## src/rtl/i2ce_pkg.sv

```systemverilog
package i2ce_pkg;

  typedef enum logic [1:0] {
    ST_PLAIN = 2'b00,
    ST_AND   = 2'b01,
    ST_OR    = 2'b10,
    ST_NONE  = 2'b11
  } store_op_e;

  typedef struct packed {
    logic       is_read;
    logic       direct;
    logic [6:0] dev;
    logic [7:0] index;
  } cmd_t;

  localparam int OFS_BUF   = 'h008;
  localparam int OFS_SETUP = 'h010;
  localparam int OFS_CTRL  = 'h020;
  localparam int OFS_PARAM = 'h040;
  localparam int OFS_STAT  = 'h070;

  localparam logic [15:0] OPC_RD_AT  = 16'h0001;
  localparam logic [15:0] OPC_WR_AT  = 16'h4001;
  localparam logic [15:0] OPC_RD_DIR = 16'h1001;
  localparam logic [15:0] OPC_WR_DIR = 16'h6001;

  localparam int CTL_START = 1;
  localparam int STB_BUSY  = 0;
  localparam int STB_NACK  = 2;
  localparam int STB_DONE  = 3;
  localparam int STB_BADOP = 9;

endpackage

```

## src/rtl/i2ce_lane_swap.sv

```systemverilog
module i2ce_lane_swap #(
  parameter int W = 32
) (
  input  logic [W-1:0] din,
  output logic [W-1:0] dout
);
  localparam int NB = W / 8;

  for (genvar g = 0; g < NB; g++) begin : g_lane
    assign dout[8*g +: 8] = din[8*(NB-1-g) +: 8];
  end
endmodule

```

## src/rtl/i2ce_store_alu.sv

```systemverilog
module i2ce_store_alu
  import i2ce_pkg::*;
#(
  parameter int W = 32
) (
  input  store_op_e    op,
  input  logic [W-1:0] cur,
  input  logic [W-1:0] din,
  output logic [W-1:0] nxt
);
  always_comb begin
    unique case (op)
      ST_AND:  nxt = cur & din;
      ST_OR:   nxt = cur | din;
      ST_PLAIN: nxt = din;
      default: nxt = cur;
    endcase
  end
endmodule

```

## src/rtl/i2ce_setup_dec.sv

```systemverilog
module i2ce_setup_dec
  import i2ce_pkg::*;
(
  input  logic [31:0] word,
  output cmd_t        cmd,
  output logic        ok
);
  always_comb begin
    cmd = '0;
    ok  = 1'b1;
    unique case (word[31:16])
      OPC_RD_AT, OPC_WR_AT: begin
        cmd.is_read = (word[31:16] == OPC_RD_AT);
        cmd.dev     = word[14:8];
        cmd.index   = word[7:0];
      end
      OPC_RD_DIR, OPC_WR_DIR: begin
        cmd.is_read = (word[31:16] == OPC_RD_DIR);
        cmd.direct  = 1'b1;
        cmd.index   = word[15:8];
      end
      default: ok = 1'b0;
    endcase
  end
endmodule

```

## src/rtl/i2ce_seq.sv

```systemverilog
module i2ce_seq
  import i2ce_pkg::*;
(
  input  logic       clk,
  input  logic       rst_n,
  input  logic       launch,
  input  cmd_t       cmd,
  input  logic       cmd_ok,
  input  logic [7:0] wbyte,
  output logic       txn_valid,
  input  logic       txn_ready,
  output logic       txn_read,
  output logic       txn_direct,
  output logic [6:0] txn_dev,
  output logic [7:0] txn_index,
  output logic [7:0] txn_wbyte,
  input  logic       rsp_valid,
  output logic       rsp_ready,
  input  logic       rsp_nack,
  output logic       fin,
  output logic       fin_nack,
  output logic       fin_bad,
  output logic       fin_read
);
  typedef enum logic [1:0] {S_IDLE, S_ISSUE, S_WAIT, S_FAIL} state_e;

  state_e     st;
  cmd_t       cmd_q;
  logic [7:0] wb_q;

  always_ff @(posedge clk) begin
    if (!rst_n) begin
      st    <= S_IDLE;
      cmd_q <= '0;
      wb_q  <= '0;
    end else begin
      unique case (st)
        S_IDLE: if (launch) begin
          cmd_q <= cmd;
          wb_q  <= wbyte;
          st    <= cmd_ok ? S_ISSUE : S_FAIL;
        end
        S_ISSUE: if (txn_ready) st <= S_WAIT;
        S_WAIT:  if (rsp_valid) st <= S_IDLE;
        default: st <= S_IDLE;
      endcase
    end
  end

  assign txn_valid  = (st == S_ISSUE);
  assign rsp_ready  = (st == S_WAIT);
  assign txn_read   = cmd_q.is_read;
  assign txn_direct = cmd_q.direct;
  assign txn_dev    = cmd_q.dev;
  assign txn_index  = cmd_q.index;
  assign txn_wbyte  = wb_q;
  assign fin        = (rsp_ready && rsp_valid) || (st == S_FAIL);
  assign fin_nack   = rsp_ready && rsp_valid && rsp_nack;
  assign fin_bad    = (st == S_FAIL);
  assign fin_read   = cmd_q.is_read;

  p_txn_hold_r11: assert property (@(posedge clk) disable iff (!rst_n)
    txn_valid && !txn_ready |=> txn_valid && $stable(txn_index) && $stable(txn_dev)
      && $stable(txn_wbyte) && $stable(txn_read) && $stable(txn_direct));

  p_chan_excl_r11: assert property (@(posedge clk) disable iff (!rst_n)
    txn_valid |-> !rsp_ready);

  p_fin_quiet_r4: assert property (@(posedge clk) disable iff (!rst_n)
    fin |=> !txn_valid && !rsp_ready);
endmodule

```

## src/rtl/i2ce_top.sv

```systemverilog
module i2ce_top
  import i2ce_pkg::*;
#(
  parameter int DW    = 32,
  parameter int OFS_W = 12
) (
  input  logic                 clk,
  input  logic                 rst_n,
  input  logic                 bus_we,
  input  logic [OFS_W+1:0]     bus_addr,
  input  logic [DW-1:0]        bus_wdata,
  output logic [DW-1:0]        bus_rdata,
  output logic                 txn_valid,
  input  logic                 txn_ready,
  output logic                 txn_read,
  output logic                 txn_direct,
  output logic [6:0]           txn_dev,
  output logic [7:0]           txn_index,
  output logic [7:0]           txn_wbyte,
  input  logic                 rsp_valid,
  output logic                 rsp_ready,
  input  logic                 rsp_nack,
  input  logic [7:0]           rsp_rbyte
);
  localparam int ADDR_W = OFS_W + 2;

  logic [OFS_W-1:0] ofs;
  store_op_e        op;
  logic [DW-1:0]    wr_log, rd_log, nxt_val;
  logic [DW-1:0]    buf_q, setup_q, param_q, ctrl_w, stat_w;
  logic             start_q, done_q, nack_q, bad_q;
  logic             wr_hit, launch;
  cmd_t             dec_cmd;
  logic             dec_ok;
  logic             fin, fin_nack, fin_bad, fin_read;

  assign ofs = bus_addr[OFS_W-1:0];
  assign op  = store_op_e'(bus_addr[ADDR_W-1 -: 2]);

  i2ce_lane_swap #(.W(DW)) u_wswap (.din(bus_wdata), .dout(wr_log));
  i2ce_lane_swap #(.W(DW)) u_rswap (.din(rd_log),    .dout(bus_rdata));

  always_comb begin
    ctrl_w            = '0;
    ctrl_w[CTL_START] = start_q;
    stat_w            = '0;
    stat_w[STB_BUSY]  = start_q;
    stat_w[STB_NACK]  = nack_q;
    stat_w[STB_DONE]  = done_q;
    stat_w[STB_BADOP] = bad_q;
  end

  always_comb begin
    unique case (ofs)
      OFS_W'(OFS_BUF):   rd_log = buf_q;
      OFS_W'(OFS_SETUP): rd_log = setup_q;
      OFS_W'(OFS_CTRL):  rd_log = ctrl_w;
      OFS_W'(OFS_PARAM): rd_log = param_q;
      OFS_W'(OFS_STAT):  rd_log = stat_w;
      default:           rd_log = '0;
    endcase
  end

  i2ce_store_alu #(.W(DW)) u_alu (
    .op(op), .cur(rd_log), .din(wr_log), .nxt(nxt_val)
  );

  i2ce_setup_dec u_dec (.word(setup_q[31:0]), .cmd(dec_cmd), .ok(dec_ok));

  assign wr_hit = bus_we && (op != ST_NONE);
  assign launch = wr_hit && (ofs == OFS_W'(OFS_CTRL)) && !start_q && nxt_val[CTL_START];

  always_ff @(posedge clk) begin
    if (!rst_n) begin
      buf_q   <= '0;
      setup_q <= '0;
      param_q <= '0;
      start_q <= 1'b0;
      done_q  <= 1'b0;
      nack_q  <= 1'b0;
      bad_q   <= 1'b0;
    end else begin
      if (wr_hit && ofs == OFS_W'(OFS_BUF))   buf_q   <= nxt_val;
      if (wr_hit && ofs == OFS_W'(OFS_SETUP)) setup_q <= nxt_val;
      if (wr_hit && ofs == OFS_W'(OFS_PARAM)) param_q <= nxt_val;
      if (fin && fin_read && !fin_nack && !fin_bad) buf_q[7:0] <= rsp_rbyte;
      if (launch) begin
        start_q <= 1'b1;
        done_q  <= 1'b0;
        nack_q  <= 1'b0;
        bad_q   <= 1'b0;
      end else if (fin) begin
        start_q <= 1'b0;
        done_q  <= 1'b1;
        nack_q  <= nack_q | fin_nack;
        bad_q   <= bad_q | fin_bad;
      end
    end
  end

  i2ce_seq u_seq (
    .clk(clk), .rst_n(rst_n), .launch(launch), .cmd(dec_cmd), .cmd_ok(dec_ok),
    .wbyte(buf_q[7:0]),
    .txn_valid(txn_valid), .txn_ready(txn_ready), .txn_read(txn_read),
    .txn_direct(txn_direct), .txn_dev(txn_dev), .txn_index(txn_index),
    .txn_wbyte(txn_wbyte), .rsp_valid(rsp_valid), .rsp_ready(rsp_ready),
    .rsp_nack(rsp_nack), .fin(fin), .fin_nack(fin_nack), .fin_bad(fin_bad),
    .fin_read(fin_read)
  );

  p_busy_cover_r4: assert property (@(posedge clk) disable iff (!rst_n)
    (txn_valid || rsp_ready) |-> start_q);

  p_start_drop_r4: assert property (@(posedge clk) disable iff (!rst_n)
    fin |=> !start_q && done_q);

  p_nack_flag_r8: assert property (@(posedge clk) disable iff (!rst_n)
    fin && fin_nack |=> nack_q && !start_q);

  p_bad_flag_r9: assert property (@(posedge clk) disable iff (!rst_n)
    fin && fin_bad |=> bad_q && !start_q && !txn_valid);

  p_err_sticky_r10: assert property (@(posedge clk) disable iff (!rst_n)
    !launch |=> (nack_q || !$past(nack_q)) && (bad_q || !$past(bad_q)));
endmodule

```

## config.mk

```make
export PLATFORM = sky130hd
export DESIGN_NAME = i2ce_top
export DESIGN_NICKNAME = d
export VERILOG_FILES = /design/src/rtl/i2ce_pkg.sv /design/src/rtl/i2ce_lane_swap.sv /design/src/rtl/i2ce_store_alu.sv /design/src/rtl/i2ce_setup_dec.sv /design/src/rtl/i2ce_seq.sv /design/src/rtl/i2ce_top.sv
export SDC_FILE = /design/constraint.sdc
export NUM_CORES = 1
export LEC_CHECK = 0
export ABC_CLOCK_PERIOD_IN_PS = 2200
export BUFFER_PORTS_ARGS = -buffer_cell sky130_fd_sc_hd__buf_2
export CAP_MARGIN = 20
export CORE_MARGIN = 3
export CORE_UTILIZATION = 40
export CTS_CLUSTER_DIAMETER = 50
export DETAILED_ROUTE_END_ITERATION = 8
export GPL_TIMING_DRIVEN = 0
export PLACE_DENSITY = 0.64
export SYNTH_ARGS = -nofsm -noshare
export SYNTH_HDL_FRONTEND = slang
export SYNTH_SLANG_ARGS = --single-unit
```

## constraint.sdc

```tcl
create_clock -name clk -period 2.2 [get_ports clk]
set_clock_uncertainty 0.1 [all_clocks]
set_input_delay 0.11 -clock clk [delete_from_list [all_inputs] [get_ports clk]]
set_output_delay 0.11 -clock clk [all_outputs]
set_load 0.005 [all_outputs]
```

==> results.yml <==
timing:
  slew_violations: 0
  worstMarginPinSlew_ns: 0.696
  post-route-period-util_pct: 103
  setup_violations: 6
  finalSetupTns_ns: -0.211
  relSlewSlack_pct: 53.2
  fmax_ghz: 0.443
  fin_crit_ns: 2.26
  rsz0062_at_grt: "true"
  fin_ws_ns: -0.0575
  hold_viol: 0
floorplanning:
  initial_core_util_pct: 41.7
  dieWidth_um: 128
  num_rows: 43
  die_height_um: 128
  core_area_um2: 14200
  pin_count: 119
  die_area_um2: 16300
worst_setup_path:
  startpoint_type: "flop"
  r2r_cells: 9
  endpoint: "u_seq.txn_index[4]"
  path_max_fanout: 7
  r2r_setup_slack_ns: -0.06
  worstSetupPathType: "reg -> reg"
  end_kind: "flop"
  arrival_ns: 2.49
  r2r-end: "u_seq.txn_index[4]"
  startpoint: "setup_q[25]"
  rr_startpoint: "setup_q[25]"
  crit_required_ns: 2.44
logic_synthesis:
  yosysTopAreaCell: "dfxtp_1"
  syn_inst: 737
  synth_top_area_share_pct: 42.9
  ys_warn_count: 0
  ys.flop_type: "dfxtp_1"
  synthTopCellsByArea: "dfxtp_1 (43%), nand2_1 (7.5%), a22oi_1 (7.2%)"
  syn_avg_cell_area_um2: 8.04
  yosys_register_bits: 127
  seq_area_frac_synth_pct: 42.9
  async_reset_ff_share_pct: 0
  syn-cell-area_um2: 5930
  yosys.cell_types.count: 53
  synth_nets: 797
  synth_edf_count: 0
clocking:
  cts_htree_levels: 4
  cts.reportedPaths.clkPinSlew_ns: 0.06
  cts_tree: "yes"
  clockBufferDepth: 2
  root_buffer: "clkbuf_16"
  clock_sinks: 127
  clk_latency_ns: 0.42
  cts_buffers: 17
routing:
  vias: 6644
  via_per_inst: 5.97
  dr.first_iter.drc_count: 777
  drc: 0
  firstDrtPassIters: 5
  wl_mm: 21.9
  wl_per_cell_um: 19.7
  drtAntennaViolNets: 0
placed_design:
  placed_cell_area_um2: 6710
  dp_hpwl_mm: 14.9
  numPortBuffers: 112
  preCtsSetupSlack_ns: -0.730
  place_congestion: 0.948
hold_path:
  min_path_type: "in -> reg"
  whs_path_depth: 3
finish:
  regArea_um2: 2540
  fin_area_um2: 7980
  finalNetCount: 981
  multi_input_area_um2: 3310
  n_antenna_cell: 0
  syn_to_final_growth_pct: 34.6
  drive_gt1_share_pct: 23.4
  fill_cells: 1379
global_route:
  grt_pass1_wl_mm: 33.5
  grt_pass1_vias: 6162
  grt_use_total_pct: 26.1
  antenna_found_initial: 0
  gr-total-overflow: 0
  grt_max_degree: 17
pwr:
  leakagePower_uw: 0.00303
  power_density_nw_per_um2: 669
  ir_worst_vdd_mv: 0.621
status:
  violations: "negative setup slack"
  run_status: "complete, but fails checks"
run:
  maxCapViolCount: 0
==> Yosys cell counts (all sizes together), types with 7 or more instances <==
library cell    n
nand3          17
a21oi          42
a22o           24
nand2         119
o22ai          46
a22oi          57
nand4           9
a211oi         14
dfxtp         127
and3b          12
o21ai          76
buf             7
nor2           56
clkbuf         57
nor3            8
==> through the flow <==
step	total power (µW)	util [%]	instances	hold WS (ns)
global placement	2640	47.3	1029	0.254
CTS	5330	55.4	1106	0.0123
global route	5450	56.2	1113	0.0255
floorplan	2500	-	737	0.142
detailed placement	2640	47.3	1029	0.254
finish	5340	56.2	1113	0.0163
==> cells by family (layout without fill, tap and decap cells) <==
group,after synthesis,after routing,share of synthesized area [%]
buf+inv,68,264,4.43
simple gates,254,254,21.3
compound gates,285,285,30.9
mux,3,3,0.528
flops,127,127,42.9
==> registers in the layout, summed over array words and instances, names as in the netlist <==
signal,cells
u_seq.fin_read,1
bad_q,1
start_q,1
setup_q,32
u_seq.txn_wbyte,8
u_seq.txn_dev,7
nack_q,1
param_q,32
u_seq.txn_index,8
u_seq.txn_direct,1
buf_q,32
u_seq.st,2
done_q,1
==> placed cells by master (no fill, tap or decap), drive strengths merged, types with 24 or more instances in the layout <==
cell         Yosys  routed
buf              7     137
nand2          119     119
dfxtp          127     127
clkbuf          57      82
a22o            24      24
a21oi           42      42
o21ai           76      76
a22oi           57      57
dlygate4sd3      0      35
o22ai           46      46
nor2            56      56
==> report_power, final <==
part	total, µW	switching, µW	internal [µW]	leakage (µW)
sequential	2300	0.107	2300	0.00102
combinational	362	232	130	0.00173
clock	2680	1020	1660	0.000273
==> area by class of cell <==
cell class              instances  share of cell area, %
multi-input cells             542                   41.5
well taps                     180                   2.82
clock inverters                 6                  0.721
flip-flops and latches        127                   31.9
repair buffers                165                   13.4
inverters                       4                  0.188
plain buffers                  64                   3.36
clock buffers                  25                   6.21
==> layer usage <==
metal | global-route usage (%) | up-vias | part of all wire [%]
met4 | 9.55 | 0 | 2.4
li1 | - | 3098 | -
met3 | 4.46 | 45 | 8.3
met5 | 0 | - | 0
met1 | 35.1 | 3160 | 43
met2 | 42.2 | 341 | 46
==> worst max-delay path, cell delays in order (launching register included) <==
cell	delay, ns
dfxtp_2	0.31
or4_4	0.54
nor4_4	0.20
nand4b_1	0.16
buf_6	0.16
buf_12	0.12
nor2_4	0.18
buf_4	0.17
a22oi_2	0.05
a211oi_1	0.20
==> how the worst min path moves through the flow <==
stage / to / from
2_1_floorplan: buf_q[4] / rsp_rbyte[4]
3_3_place_gp: buf_q[1] / rsp_rbyte[1]
3_5_place_dp: buf_q[1] / rsp_rbyte[1]
4_1_cts: param_q[9] / bus_wdata[17]
5_1_grt: param_q[9] / bus_wdata[17]
6_report: param_q[9] / bus_wdata[17]
==> what timing repair did <==
action	4_1_cts	5_1_grt
cloned	1	0
hold buffers	35	0
setup buffers	10	8
setup endpoints to repair	128	114
pin swaps	18	7
endpoints found under the hold margin	84	0
resized for setup	37	28
No activity file was read; power rests on OpenSTA's default activity.
